## config.mk

```make
export PLATFORM = sky130hd
export DESIGN_NAME = pmc_power_ctrl
export DESIGN_NICKNAME = d
export VERILOG_FILES = /design/src/rtl/pmc_pkg.sv /design/src/rtl/pmc_mode_reg.sv /design/src/rtl/pmc_mcd.sv /design/src/rtl/pmc_fsm.sv /design/src/rtl/pmc_power_ctrl.sv
export SDC_FILE = /design/constraint.sdc
export NUM_CORES = 1
export LEC_CHECK = 0
export ABC_AREA = 1
export BUFFER_PORTS_ARGS = -buffer_cell sky130_fd_sc_hd__buf_2
export CAP_MARGIN = 20
export CORE_UTILIZATION = 40
export DETAILED_ROUTE_END_ITERATION = 12
export HOLD_SLACK_MARGIN = 0.15
export PLACE_DENSITY = 0.69
export SETUP_SLACK_MARGIN = 0.1
export SYNTH_ARGS = -nofsm -noshare
export SYNTH_HDL_FRONTEND = slang
export SYNTH_SLANG_ARGS = --single-unit
```

## constraint.sdc

```tcl
create_clock -name clk -period 1.2 [get_ports clk]
set_input_delay 0.18 -clock clk [delete_from_list [all_inputs] [get_ports clk]]
set_output_delay 0.18 -clock clk [all_outputs]
set_load 0.05 [all_outputs]
```

## src/rtl/pmc_pkg.sv

```systemverilog
// Shared types and field positions for the power mode controller.
package pmc_pkg;
    localparam int MODE_W   = 2;
    localparam int IDLE_BIT = 0;   // light-sleep select
    localparam int STOP_BIT = 1;   // deep-sleep select (wins over light sleep)

    typedef enum logic [1:0] {
        PM_RUN  = 2'd0,
        PM_IDLE = 2'd1,
        PM_STOP = 2'd2
    } pm_state_e;
endpackage

```

## src/rtl/pmc_mode_reg.sv

```systemverilog
// Mode register. Holds the two sleep-select bits.
// Assumes: wr_en is already qualified with "core running"; any_rst and rst_n clear it.
module pmc_mode_reg
    import pmc_pkg::*;
(
    input  logic              clk,
    input  logic              rst_n,
    input  logic              any_rst,
    input  logic              wr_en,
    input  logic [MODE_W-1:0] wr_data,
    input  logic              clr_idle,
    output logic [MODE_W-1:0] bits_q,
    output logic [MODE_W-1:0] bits_view
);
    // Store writes, clear on any reset, drop the light-sleep bit on interrupt wake.
    always_ff @(posedge clk) begin
        if (!rst_n || any_rst) begin
            bits_q <= '0;
        end else if (wr_en) begin
            bits_q <= wr_data;
        end else if (clr_idle) begin
            bits_q[IDLE_BIT] <= 1'b0;
        end
    end

    // Value seen by entry logic: a write retiring in the same cycle counts.
    assign bits_view = wr_en ? wr_data : bits_q;


    rst_clears_bits_chk: assert property (@(posedge clk) disable iff (!rst_n)
        any_rst |=> (bits_q == '0));


    wake_clears_idle_chk: assert property (@(posedge clk) disable iff (!rst_n)
        (clr_idle && !any_rst) |=> !bits_q[IDLE_BIT]);
endmodule

```

## src/rtl/pmc_mcd.sv

```systemverilog
// Missing-clock detector. Counts reference cycles with no oscillator tick.
// Assumes: TIMEOUT >= 2; the reference clock keeps running while the oscillator is stopped.
module pmc_mcd #(
    parameter int TIMEOUT = 32
) (
    input  logic clk,
    input  logic rst_n,
    input  logic mcd_en,
    input  logic osc_tick,
    output logic mcd_fire
);
    localparam int CW = $clog2(TIMEOUT + 1);
    localparam logic [CW-1:0] LAST = CW'(TIMEOUT - 1);

    logic [CW-1:0] cnt_q;

    assign mcd_fire = mcd_en && !osc_tick && (cnt_q == LAST);

    // Count silent cycles; restart on a tick, when disabled, or after firing.
    always_ff @(posedge clk) begin
        if (!rst_n || !mcd_en || osc_tick || mcd_fire) begin
            cnt_q <= '0;
        end else begin
            cnt_q <= cnt_q + 1'b1;
        end
    end


    tick_blocks_fire_chk: assert property (@(posedge clk) disable iff (!rst_n)
        osc_tick |=> !mcd_fire);
endmodule

```

## src/rtl/pmc_fsm.sv

```systemverilog
// Run / light-sleep / deep-sleep sequencer with restart and wake pulses.
// Assumes: bits_view already reflects a write retiring this cycle.
module pmc_fsm
    import pmc_pkg::*;
(
    input  logic              clk,
    input  logic              rst_n,
    input  logic [MODE_W-1:0] bits_view,
    input  logic              instr_done,
    input  logic              irq_pending,
    input  logic              any_rst,
    output pm_state_e         state_q,
    output logic              clr_idle,
    output logic              restart_q,
    output logic              wake_q
);
    pm_state_e state_d;

    assign clr_idle = (state_q == PM_IDLE) && irq_pending && !any_rst;

    // Next-state choice: resets first, deep sleep over light sleep.
    always_comb begin
        state_d = state_q;
        if (any_rst) begin
            state_d = PM_RUN;
        end else begin
            unique case (state_q)
                PM_RUN: begin
                    if (instr_done && bits_view[STOP_BIT])      state_d = PM_STOP;
                    else if (instr_done && bits_view[IDLE_BIT]) state_d = PM_IDLE;
                end
                PM_IDLE: if (irq_pending) state_d = PM_RUN;
                PM_STOP: state_d = PM_STOP;
                default: state_d = PM_RUN;
            endcase
        end
    end

    // State and one-cycle status pulses.
    always_ff @(posedge clk) begin
        if (!rst_n) begin
            state_q   <= PM_RUN;
            restart_q <= 1'b0;
            wake_q    <= 1'b0;
        end else begin
            state_q   <= state_d;
            restart_q <= any_rst;
            wake_q    <= clr_idle;
        end
    end


    entry_needs_done_chk: assert property (@(posedge clk) disable iff (!rst_n)
        (state_q == PM_RUN && !instr_done) |=> (state_q == PM_RUN));


    stop_holds_chk: assert property (@(posedge clk) disable iff (!rst_n)
        (state_q == PM_STOP && !any_rst) |=> (state_q == PM_STOP));


    wake_from_idle_chk: assert property (@(posedge clk) disable iff (!rst_n)
        wake_q |-> ($past(state_q) == PM_IDLE && state_q == PM_RUN));


    restart_in_run_chk: assert property (@(posedge clk) disable iff (!rst_n)
        restart_q |-> (state_q == PM_RUN && !wake_q));
endmodule

```

## src/rtl/pmc_power_ctrl.sv

```systemverilog
// Top of the power mode controller: mode register, sequencer, missing-clock detector.
// Assumes: clk is the always-on reference clock; osc_tick marks live oscillator cycles.
module pmc_power_ctrl
    import pmc_pkg::*;
#(
    parameter int MCD_TIMEOUT = 32
) (
    input  logic              clk,
    input  logic              rst_n,
    input  logic              mode_wr,
    input  logic [MODE_W-1:0] mode_wdata,
    input  logic              instr_done,
    input  logic              irq_pending,
    input  logic              ext_rst_req,
    input  logic              wdt_rst_req,
    input  logic              mcd_en,
    input  logic              osc_tick,
    output logic              cpu_clk_en,
    output logic              periph_clk_en,
    output logic              osc_stop,
    output logic [MODE_W-1:0] mode_bits,
    output logic              restart_req,
    output logic              wake_event
);
    pm_state_e         state_q;
    logic [MODE_W-1:0] bits_view;
    logic              clr_idle;
    logic              mcd_fire;
    logic              any_rst;
    logic              wr_en;

    assign any_rst = ext_rst_req || wdt_rst_req || mcd_fire;
    assign wr_en   = mode_wr && (state_q == PM_RUN);

    pmc_mode_reg u_mode_reg (
        .clk      (clk),
        .rst_n    (rst_n),
        .any_rst  (any_rst),
        .wr_en    (wr_en),
        .wr_data  (mode_wdata),
        .clr_idle (clr_idle),
        .bits_q   (mode_bits),
        .bits_view(bits_view)
    );

    pmc_fsm u_fsm (
        .clk        (clk),
        .rst_n      (rst_n),
        .bits_view  (bits_view),
        .instr_done (instr_done),
        .irq_pending(irq_pending),
        .any_rst    (any_rst),
        .state_q    (state_q),
        .clr_idle   (clr_idle),
        .restart_q  (restart_req),
        .wake_q     (wake_event)
    );

    pmc_mcd #(.TIMEOUT(MCD_TIMEOUT)) u_mcd (
        .clk     (clk),
        .rst_n   (rst_n),
        .mcd_en  (mcd_en),
        .osc_tick(osc_tick),
        .mcd_fire(mcd_fire)
    );

    // Clock gates decoded from the registered state.
    assign cpu_clk_en    = (state_q == PM_RUN);
    assign periph_clk_en = (state_q != PM_STOP);
    assign osc_stop      = (state_q == PM_STOP);


    stop_gates_all_chk: assert property (@(posedge clk) disable iff (!rst_n)
        osc_stop |-> (!cpu_clk_en && !periph_clk_en && mode_bits[STOP_BIT]));


    idle_keeps_periph_chk: assert property (@(posedge clk) disable iff (!rst_n)
        (!cpu_clk_en && !osc_stop) |-> (periph_clk_en && mode_bits[IDLE_BIT]));
endmodule

```

==> impl_metrics.json <==
{
  "holdWs_ns": 0.216,
  "ys_types": 17,
  "cpMaxStageDelayCell": "dfxtp_2",
  "cp.arrival_ns": 1.35,
  "die_x_um": 39.1,
  "synthesis.area_um2": 549,
  "finalHoldViolCount": 0,
  "min_period_over_period_pct": 97.8,
  "r2r_end": "u_fsm.state_q[1]",
  "num_vias": 526,
  "area_delta_synth_final_pct": 54.7,
  "end_kind": "register",
  "dr.first_iter.drc_count": 9,
  "start_util_pct": 46.3,
  "clk_latency_ns": 0.27,
  "grt_pass1_wl_mm": 1.64,
  "io_pins": 18,
  "drive_above_1_share_pct": 57.7,
  "syn_nets": 85,
  "path_max_fanout": 4,
  "slew_viol_final": 0,
  "reg2reg_depth": 7,
  "critPathMaxStageDelay_ns": 0.35,
  "coreArea_mm2": 0.00119,
  "hpwlAfterDp_um": 751,
  "layout_common_cells": "buf_2 (14), nor2_1 (10), inv_1 (9), nand2_1 (8), dfxtp_1 (7)",
  "dpl_cell_area_um2": 681,
  "wl_per_cell_um": 10.5,
  "ant_nets": 0,
  "required_ns": 1.38,
  "rows": 12,
  "cts_made_buffers": 3,
  "rsz0062_at_grt": "yes",
  "min_to": "u_fsm.wake_q",
  "ys_seq_elements": 12,
  "cp-start-kind": "register",
  "r2r_slack_ns": 0.03,
  "clock-sinks": 12,
  "die_h_um": 39.1,
  "crit_start": "u_mcd.cnt_q[1]",
  "nNetsFinal": 111,
  "grt_usage_pct": 16.8,
  "cp_cell_sequence": "ha_4 -> nand2_4 -> nor2_4 -> nand3_4 -> nand2_4 -> nor2_4 -> and2_4",
  "layout_commonest_cell": "buf_2",
  "clock_skew_ns": 0.0104,
  "tritoncts": "yes",
  "min_from": "rst_n",
  "design_area_um2": 850,
  "path_clk_slew_ns": 0.07,
  "cap_violations": 0,
  "via_per_inst": 4.74,
  "setup_tns_ns": 0,
  "clockBufferDepth": 2,
  "max_slew_margin_pct": 81.4,
  "n_antenna_cell": 0,
  "grt_pass1_vias": 423,
  "netlist_instances": 73,
  "antenna_found_initial": 0,
  "gr-total-overflow": 0,
  "yosys_warnings": 0,
  "period_minus_slack_ns": 1.17,
  "p_leak_nw": 0.377,
  "finalPower_mw": 0.776,
  "die_area_mm2": 0.00153,
  "path_class": "reg2reg",
  "root_buffer": "clkbuf_4",
  "fin_cells": 111,
  "cp_top_family": "simple AND/OR/NAND/NOR gates",
  "path_buf_inv": 0,
  "p_per_area_mw_per_mm2": 913,
  "syn_avg_cell_area_um2": 7.52,
  "ys_seq_area_share_pct": 43.7,
  "tightestPinTransition_ns": 0.278,
  "max_clock_freq_mhz": 852,
  "port_buffers": 17,
  "wirelength_mm": 1.17,
  "drcViolationCount": 0,
  "hold_class": "in2reg",
  "cts_htree_levels": 1,
  "setup_viol": 0,
  "r2r_start": "u_mcd.cnt_q[1]",
  "hold_path_depth": 3,
  "place_congestion": 0.653,
  "irDropWorstVdd_mv": 0.730,
  "grt_max_degree": 7,
  "status": "finished clean",
  "dp.cells": 104,
  "drt-pass1-iter-count": 2
}
## Yosys cell counts
| cell type | count | share of area, % |
|---|---|---|
| a21oi_1 | 4 | 3.6 |
| ha_1 | 1 | 2.3 |
| xor2_1 | 1 | 1.6 |
| dfxtp_1 | 12 | 44 |
| nor2_1 | 13 | 8.9 |
| and2_1 | 1 | 1.1 |
| and3_2 | 1 | 1.4 |
| nor2_2 | 3 | 3.4 |
| o21ai_0 | 1 | 0.91 |
| nand3_2 | 3 | 5.5 |
| a21boi_1 | 1 | 1.4 |
| nand3_1 | 3 | 2.7 |
| nand2_2 | 2 | 2.3 |
| nand2_1 | 13 | 8.9 |
| nor3b_1 | 2 | 2.7 |
| inv_1 | 11 | 7.5 |
| nor2_4 | 1 | 2.0 |
## routing by layer
metal / global-route usage (%) / share of wire [%] / wire length, µm
met1: 18.2 / 37 / 427
met2: 26.7 / 56 / 648
met3: 10.4 / 6.6 / 77
met4: 5.17 / 1.0 / 12
met5: 0 / 0 / 0
## layout make-up
type                    count  area (µm²)
clock buffers               3        22.5
repair buffers             21         141
flip-flops and latches     12         251
fillers                    98         337
inverters                  11        41.3
well taps                  14        17.5
multi-input cells          50         375
## sequential cells by signal (all words and copies together), names as in the netlist
signal,flops
u_mcd.cnt_q,6
u_fsm.state_q,2
u_mode_reg.bits_q,2
u_fsm.restart_q,1
u_fsm.wake_q,1
## power breakdown
group	switching (mW)	internal, mW
clock	0.122	0.116
sequential	0.00524	0.402
combinational	0.0795	0.0504
total	0.207	0.569
## worst max path at each step
stage / endpoint / slack [ns] / depth (start not counted)
finish: u_fsm.state_q[1] / 0.03 / 7
global route: u_fsm.state_q[1] / -0.03 / 7
detailed placement: u_mode_reg.bits_q[1] / 0.01 / 7
floorplan: u_fsm.state_q[0] / -0.04 / 8
CTS: periph_clk_en / 0.03 / 4
global placement: u_mode_reg.bits_q[1] / 0.03 / 7
## through the flow
step / worst slack [ns] / util, %
floorplan: -0.0363 / -
global route: -0.0333 / 71.6
finish: 0.0259 / 71.6
CTS: 0.0346 / 63.8
detailed placement: 0.0114 / 57.4
global placement: 0.0332 / 57.4
## kinds of logic after synthesis
logic type               after synthesis  share of synthesized area (%)
XOR/XNOR                               1                           1.59
adder cells (fa/ha/maj)                1                           2.28
AND/OR/NAND/NOR                       42                           39.0
buffers and inverters                 11                           7.52
flip-flops                            12                           43.7
AO/OA/AOI/OAI                          6                           5.92
## worst min-delay path: cells and delay by family
family | cells | cell delay (ns)
buf+inv | 2 | 0.17
simple gates | 1 | 0.09
## what timing repair did
action / 4_1_cts / 5_1_grt
hold buffers: 0 / 0
setup endpoints to repair: 14 / 15
gates resized for setup: 12 / 21
pin swaps: 6 / 12
setup buffers: 3 / 1
gates cloned: 0 / 0
endpoints found under the hold margin: 0 / 0
(Power assumes the default switching activity.)
